**src/rtl/bist_pkg.sv**
```systemverilog
// Shared types for the adder self-test sequencer.
// Assumes: family codes are stable; the codes are visible on the record port.
package bist_pkg;

    typedef enum logic [2:0] {
        FAM_IDLE     = 3'd0,
        FAM_ALLONES  = 3'd1,
        FAM_LONEZERO = 3'd2,
        FAM_LONEONE  = 3'd3,
        FAM_SWEEP    = 3'd4,
        FAM_LONEPAIR = 3'd5,
        FAM_DONE     = 3'd6
    } fam_e;

    // Successor of each family in the fixed test order.
    function automatic fam_e fam_next(input fam_e f);
        case (f)
            FAM_ALLONES:  return FAM_LONEZERO;
            FAM_LONEZERO: return FAM_LONEONE;
            FAM_LONEONE:  return FAM_SWEEP;
            FAM_SWEEP:    return FAM_LONEPAIR;
            FAM_LONEPAIR: return FAM_DONE;
            default:      return FAM_IDLE;
        endcase
    endfunction

endpackage

```
**src/rtl/bist_pattern_gen.sv**
```systemverilog
// Pattern generator: maps (family, position index, swept value, order)
// to the operand pair, and reports the last index and value of the family.
// Assumes: N >= 2; IDXW can hold N; purely combinational.
module bist_pattern_gen
    import bist_pkg::*;
#(
    parameter int N    = 16,
    parameter int IDXW = $clog2(N + 2)
) (
    input  fam_e            fam,
    input  logic [IDXW-1:0] idx,
    input  logic [N-1:0]    val,
    input  logic            swap,
    output logic [N-1:0]    op_a,
    output logic [N-1:0]    op_b,
    output logic [IDXW-1:0] idx_last,
    output logic [N-1:0]    val_last
);
    localparam logic [N-1:0] ONE  = N'(1);
    localparam logic [N-1:0] PAIR = N'(3);
    localparam logic [N-1:0] ONES = '1;

    logic [N-1:0] pat;
    logic [N-1:0] oth;

    // Choose the pattern word and its partner for the current family.
    always_comb begin
        pat      = '0;
        oth      = '0;
        idx_last = '0;
        val_last = '0;
        case (fam)
            FAM_ALLONES: begin
                pat = ONES;
                oth = ONE;
            end
            FAM_LONEZERO: begin
                pat      = ~(ONE << idx);
                oth      = ONE;
                idx_last = IDXW'(N - 1);
            end
            FAM_LONEONE: begin
                pat      = ONE << idx;
                oth      = ONES;
                idx_last = IDXW'(N - 1);
            end
            FAM_SWEEP: begin
                pat      = (idx == IDXW'(N)) ? '0 : (ONE << idx);
                oth      = val;
                idx_last = IDXW'(N);
                val_last = ONES;
            end
            FAM_LONEPAIR: begin
                pat      = PAIR << idx;
                oth      = val;
                idx_last = IDXW'(N - 2);
                val_last = ONES;
            end
            default: begin
                pat = '0;
                oth = '0;
            end
        endcase
    end

    // Apply the operand order.
    always_comb begin
        op_a = swap ? oth : pat;
        op_b = swap ? pat : oth;
    end

endmodule

```
**src/rtl/bist_golden_cmp.sv**
```systemverilog
// Golden reference: forms the (N+1)-bit behavioural sum and compares it
// with the observed adder result. Assumes: combinational, no timing.
module bist_golden_cmp #(
    parameter int N = 16
) (
    input  logic [N-1:0] a,
    input  logic [N-1:0] b,
    input  logic [N-1:0] sum,
    input  logic         cout,
    output logic [N:0]   expected,
    output logic [N:0]   observed,
    output logic         mismatch
);
    // Reference sum and comparison over all sum bits plus carry-out.
    always_comb begin
        expected = {1'b0, a} + {1'b0, b};
        observed = {cout, sum};
        mismatch = (expected != observed);
    end

endmodule

```
**src/rtl/bist_fail_record.sv**
```systemverilog
// First-failure record: latches one failing sample and a sticky fail flag.
// Assumes: clear has priority; capture is ignored once fail is set.
module bist_fail_record #(
    parameter int N = 16
) (
    input  logic         clk,
    input  logic         rst_n,
    input  logic         clear,
    input  logic         capture,
    input  logic [N-1:0] a,
    input  logic [N-1:0] b,
    input  logic [N:0]   got,
    input  logic [N:0]   exp,
    input  logic [2:0]   fam,
    output logic         fail,
    output logic [N-1:0] rec_a,
    output logic [N-1:0] rec_b,
    output logic [N:0]   rec_got,
    output logic [N:0]   rec_exp,
    output logic [2:0]   rec_fam
);
    // Hold the first failing sample until the next run is started.
    always_ff @(posedge clk) begin
        if (!rst_n || clear) begin
            fail    <= 1'b0;
            rec_a   <= '0;
            rec_b   <= '0;
            rec_got <= '0;
            rec_exp <= '0;
            rec_fam <= '0;
        end else if (capture && !fail) begin
            fail    <= 1'b1;
            rec_a   <= a;
            rec_b   <= b;
            rec_got <= got;
            rec_exp <= exp;
            rec_fam <= fam;
        end
    end

endmodule

```
**src/rtl/adder_bist_seq.sv**
```systemverilog
// Adder carry-chain self-test sequencer (top).
// Walks the carry-stress families in fixed order, applies each vector in
// both operand orders, holds each for SETTLE cycles, samples in the last one.
// Assumes: the adder under test is combinational between dut_a/dut_b and
// dut_sum/dut_cout; N >= 2; SETTLE >= 1.
module adder_bist_seq
    import bist_pkg::*;
#(
    parameter int N      = 16,
    parameter int SETTLE = N + 1
) (
    input  logic         clk,
    input  logic         rst_n,
    input  logic         start,
    output logic         done,
    output logic         pass,
    output logic         fail,
    output logic [N-1:0] dut_a,
    output logic [N-1:0] dut_b,
    input  logic [N-1:0] dut_sum,
    input  logic         dut_cout,
    output logic [N-1:0] rec_a,
    output logic [N-1:0] rec_b,
    output logic [N:0]   rec_got,
    output logic [N:0]   rec_exp,
    output logic [2:0]   rec_fam
);
    localparam int IDXW = $clog2(N + 2);
    localparam int WW   = (SETTLE < 2) ? 1 : $clog2(SETTLE);

    fam_e            fam_q;
    logic [IDXW-1:0] idx_q;
    logic [N-1:0]    val_q;
    logic            swap_q;
    logic [WW-1:0]   wait_q;
    logic            pass_q;

    logic [IDXW-1:0] idx_last;
    logic [N-1:0]    val_last;
    logic [N:0]      expected;
    logic [N:0]      observed;
    logic            mismatch;
    logic            running;
    logic            sample;
    logic            accept;

    bist_pattern_gen #(.N(N), .IDXW(IDXW)) u_pat (
        .fam      (fam_q),
        .idx      (idx_q),
        .val      (val_q),
        .swap     (swap_q),
        .op_a     (dut_a),
        .op_b     (dut_b),
        .idx_last (idx_last),
        .val_last (val_last)
    );

    bist_golden_cmp #(.N(N)) u_cmp (
        .a        (dut_a),
        .b        (dut_b),
        .sum      (dut_sum),
        .cout     (dut_cout),
        .expected (expected),
        .observed (observed),
        .mismatch (mismatch)
    );

    bist_fail_record #(.N(N)) u_rec (
        .clk     (clk),
        .rst_n   (rst_n),
        .clear   (accept),
        .capture (sample && mismatch),
        .a       (dut_a),
        .b       (dut_b),
        .got     (observed),
        .exp     (expected),
        .fam     (fam_q),
        .fail    (fail),
        .rec_a   (rec_a),
        .rec_b   (rec_b),
        .rec_got (rec_got),
        .rec_exp (rec_exp),
        .rec_fam (rec_fam)
    );

    // Decode run phase, sample point and start acceptance.
    always_comb begin
        running = (fam_q != FAM_IDLE) && (fam_q != FAM_DONE);
        sample  = running && (wait_q == WW'(SETTLE - 1));
        accept  = (fam_q == FAM_IDLE) && start;
        done    = (fam_q == FAM_DONE);
        pass    = pass_q;
    end

    // Sequencer: settle counter, operand order, value, index, family.
    always_ff @(posedge clk) begin
        if (!rst_n) begin
            fam_q  <= FAM_IDLE;
            idx_q  <= '0;
            val_q  <= '0;
            swap_q <= 1'b0;
            wait_q <= '0;
            pass_q <= 1'b0;
        end else begin
            case (fam_q)
                FAM_IDLE: begin
                    if (start) begin
                        fam_q  <= FAM_ALLONES;
                        idx_q  <= '0;
                        val_q  <= '0;
                        swap_q <= 1'b0;
                        wait_q <= '0;
                        pass_q <= 1'b0;
                    end
                end
                FAM_DONE: begin
                    fam_q <= FAM_IDLE;
                end
                default: begin
                    if (!sample) begin
                        wait_q <= wait_q + 1'b1;
                    end else begin
                        wait_q <= '0;
                        if (!swap_q) begin
                            swap_q <= 1'b1;
                        end else begin
                            swap_q <= 1'b0;
                            if (val_q != val_last) begin
                                val_q <= val_q + 1'b1;
                            end else begin
                                val_q <= '0;
                                if (idx_q != idx_last) begin
                                    idx_q <= idx_q + 1'b1;
                                end else begin
                                    idx_q <= '0;
                                    fam_q <= fam_next(fam_q);
                                    if (fam_q == FAM_LONEPAIR)
                                        pass_q <= !(fail || mismatch);
                                end
                            end
                        end
                    end
                end
            endcase
        end
    end

endmodule

```
**config.mk**
```make
export PLATFORM = sky130hd
export DESIGN_NAME = adder_bist_seq
export DESIGN_NICKNAME = d
export VERILOG_FILES = /design/src/rtl/bist_pkg.sv /design/src/rtl/bist_pattern_gen.sv /design/src/rtl/bist_golden_cmp.sv /design/src/rtl/bist_fail_record.sv /design/src/rtl/adder_bist_seq.sv
export SDC_FILE = /design/constraint.sdc
export NUM_CORES = 1
export LEC_CHECK = 0
export BUFFER_PORTS_ARGS = -buffer_cell sky130_fd_sc_hd__buf_2
export CAP_MARGIN = 20
export CORE_ASPECT_RATIO = 1.1
export CORE_MARGIN = 4
export CORE_UTILIZATION = 50
export DETAILED_ROUTE_END_ITERATION = 10
export GPL_TIMING_DRIVEN = 0
export PLACE_DENSITY = 0.73
export SLEW_MARGIN = 5
export SYNTH_ARGS = -nofsm -noshare
export SYNTH_HDL_FRONTEND = slang
export SYNTH_SLANG_ARGS = --single-unit
```
**constraint.sdc**
```tcl
create_clock -name clk -period 5.7 [get_ports clk]
set_input_delay 0.855 -clock clk [delete_from_list [all_inputs] [get_ports clk]]
set_output_delay 0.855 -clock clk [all_outputs]
set_load 0.01 [all_outputs]
```
==> results.json <==
{
  "place_area_um2": 9139,
  "core_area_um2": 16310,
  "antenna_cells": 0,
  "end_kind": "flop",
  "drv_slew": 0,
  "period_share_pct": 96.62,
  "vias_per_cell": 6.293,
  "postSynthCellCount": 1071,
  "die_y_um": 142.9,
  "die_w_um": 130.6,
  "yosysMostFrequentCell": "nand2_1",
  "cts_root_buffer": "clkbuf_16",
  "gp_congestion": 0.9758,
  "min_path_type": "flop to flop",
  "routed_wl_um": 28150,
  "clock_latency_ps": 370,
  "drt_first_pass_iters": 5,
  "rr_startpoint": "fam_q[1]$_SDFFE_PN0P_",
  "netSwitchingFraction_pct": 32.39,
  "reg2regPathDepth": 21,
  "cts_made_buffers": 9,
  "cts.clk_slew.worst_paths_ps": 80,
  "area_delta_synth_final_pct": 17.52,
  "vias": 8968,
  "wl_per_cell_um": 19.75,
  "vdd_ir_drop_max_mv": 0.1400,
  "ys_async_sr_fraction_pct": 0,
  "ys_ff_latch": 101,
  "start_util_pct": 50.71,
  "synthTopCellsByArea": "dfxtp_1 (24%), ha_1 (6.2%), mux2i_1 (5.9%), nand2_1 (5.6%), a21oi_1 (4.5%)",
  "drv_cap": 0,
  "ys_seq_area_share_pct": 24.45,
  "grt_max_degree": 19,
  "die-area_um2": 18670,
  "hpwl_um": 21590,
  "p_clk_share_pct": 36.5,
  "overflow": 0,
  "slew_headroom_pct": 23.03,
  "synth_area_per_cell_um2": 7.722,
  "min_period_ps": 5507,
  "status": "finished, final reports clean",
  "worstSetupPathType": "flop to flop",
  "worst_setup_path_start_kind": "flop",
  "port_buffers": 121,
  "syn_nets": 1133,
  "combPwrFrac_pct": 20.8,
  "p_leak_nw": 4.032,
  "yosys-top-cells-count": "nand2_1 (123), dfxtp_1 (101), a21oi_1 (74)",
  "p_switching_mw": 0.5373,
  "clock_skew_ps": 12.39,
  "cts_tree": "built",
  "drive_gt1_share_pct": 19.82,
  "crit_arrival_ps": 5760,
  "drtAntennaViolNets": 0,
  "rows": 49,
  "stdcell_area_um2": 9719,
  "nets": 1278,
  "holdCritStartpoint": "u_rec.rec_b[4]$_SDFFE_PP0P_",
  "p_per_area_nw_per_um2": 170.7,
  "clock-sinks": 101,
  "ios": 124,
  "grt_pass1_vias": 8037,
  "power_frac_seq_pct": 42.7,
  "worst-path-max-fanout": 10,
  "synth_enable_flop_cells": 0,
  "cp.required_ps": 5950,
  "worst_slew_pin_slew_ps": 1150,
  "synth_top_area_share_pct": 24.45,
  "min_path_cells": 2,
  "max_freq_mhz": 181.6,
  "cts_buffer_depth": 2,
  "synth_cell_types": 74,
  "drt_iter0_markers": 774,
  "synth_top_area_cell": "dfxtp_1",
  "antenna_found_initial": 0,
  "syn-cell-area_um2": 8270,
  "ctsHtreeMaxLevel": 3,
  "p_int_mw": 1.122,
  "yosys_warnings": 0,
  "drcViolationCount": 0,
  "hold_viol_final": 0,
  "synth_flop_cell": "dfxtp_1",
  "p_total_mw": 1.659,
  "grt_usage_pct": 29.14,
  "grt_pass1_wl_um": 43340,
  "setup_viol": 0,
  "setup.worst_path.start": "fam_q[1]$_SDFFE_PN0P_"
}
per-stage QoR:
stage	util, %	setup TNS, ps	worst slack [ps]	cells	hold WS (ps)
floorplan	-	0	658.0	1071	469.9
global placement	55.99	-45200	-774.4	1396	447.8
detailed placement	56.04	-44180	-774.9	1397	458.8
CTS	58.10	0	4.862	1414	470.1
global route	59.60	-20.54	-20.54	1425	482.0
finish	59.60	0	192.7	1425	466.9
cells in the final DEF (no fill, tap or decap), types with 24 or more instances in the layout:
cell type,Yosys,routed
a21oi_1,74,71
a22oi_1,40,40
a32o_1,24,24
and2_1,33,33
buf_2,15,136
buf_4,7,24
clkbuf_1,59,45
dfxtp_1,101,99
ha_1,41,41
inv_1,28,26
mux2i_1,49,37
nand2_1,123,123
nand3_1,35,35
nand3b_1,44,44
nand4_1,43,43
nor2_1,52,51
o21ai_0,49,39
xnor2_1,26,25
power groups by stage:
stage | sequential [mW] | clock, mW | combinational (mW)
after floorplan | 0.725 | 0 | 0.209
after global placement | 0.726 | 0 | 0.314
after detailed placement | 0.726 | 0 | 0.314
after CTS | 0.709 | 0.620 | 0.318
after global routing | 0.709 | 0.648 | 0.368
final | 0.709 | 0.606 | 0.345
timing repair:
action | in CTS | in global routing
resized for setup | 18 | 58
gates cloned | 0 | 0
buffers inserted | 2 | 13
hold buffers | 0 | 0
endpoints found under the setup margin | 71 | 71
pin swaps | 1 | 6
critical path: stages (launching register included):
cell and delay (ps):
dfxtp_1 310, buf_2 170, clkbuf_2 260, buf_2 330
nand2_1 110, xnor2_1 140, a22oi_1 360, mux2i_2 210
ha_1 450, nor2b_1 200, o31a_1 330, o2111ai_1 360
and2_1 260, a2111oi_4 90, or3_1 400, o32a_1 360
and2_1 160, buf_4 170, buf_2 210, buf_2 220
a22oi_1 200, nand2_1 80
registers in the layout, summed over array words and instances, names as in the netlist, 5 cells and up:
register,flops
idx_q,5
u_rec.rec_a,16
u_rec.rec_b,16
u_rec.rec_exp,17
u_rec.rec_got,17
val_q,16
wait_q,5
per-layer routing:
metal  global-route usage, %  vias to the layer above  share of wire (%)
met4                   16.78                        0                5.3
met3                   3.143                       84                6.6
met2                   47.68                      435                 48
met5                       0                        -                  0
li1                        -                     4242                  -
met1                   36.98                     4207                 40
path summary, 6_finish.rpt:
check	end	slack (ps)
max	u_rec.rec_a[2]$_SDFFE_PP0P_	190
min reg2reg	u_rec.rec_b[4]$_SDFFE_PP0P_	470
max reg2reg	u_rec.rec_a[2]$_SDFFE_PP0P_	190
min	u_rec.rec_b[4]$_SDFFE_PP0P_	470
cells by family after synthesis:
| logic type | count (synthesis) | share of synthesized area (%) |
|---|---|---|
| AND/OR/NAND/NOR | 425 | 27.52 |
| AO/OA/AOI/OAI | 289 | 24.16 |
| buffers and inverters | 117 | 6.051 |
| flip-flops | 101 | 24.45 |
| multiplexers | 49 | 5.930 |
| XOR/XNOR | 48 | 5.446 |
| adder cells (fa/ha/maj) | 42 | 6.445 |
area by class of cell:
cell class | count | area [um2]
fill | 1527 | 6589
multi-input combinational | 853 | 5908
sequential | 101 | 2027
timing repair buffer | 137 | 725.7
buffer | 85 | 405.4
tap | 204 | 255.2
clock buffer | 9 | 225.2
inverter | 29 | 116.4
clock inverter | 7 | 56.30
No activity file was read; power rests on OpenSTA's default activity.
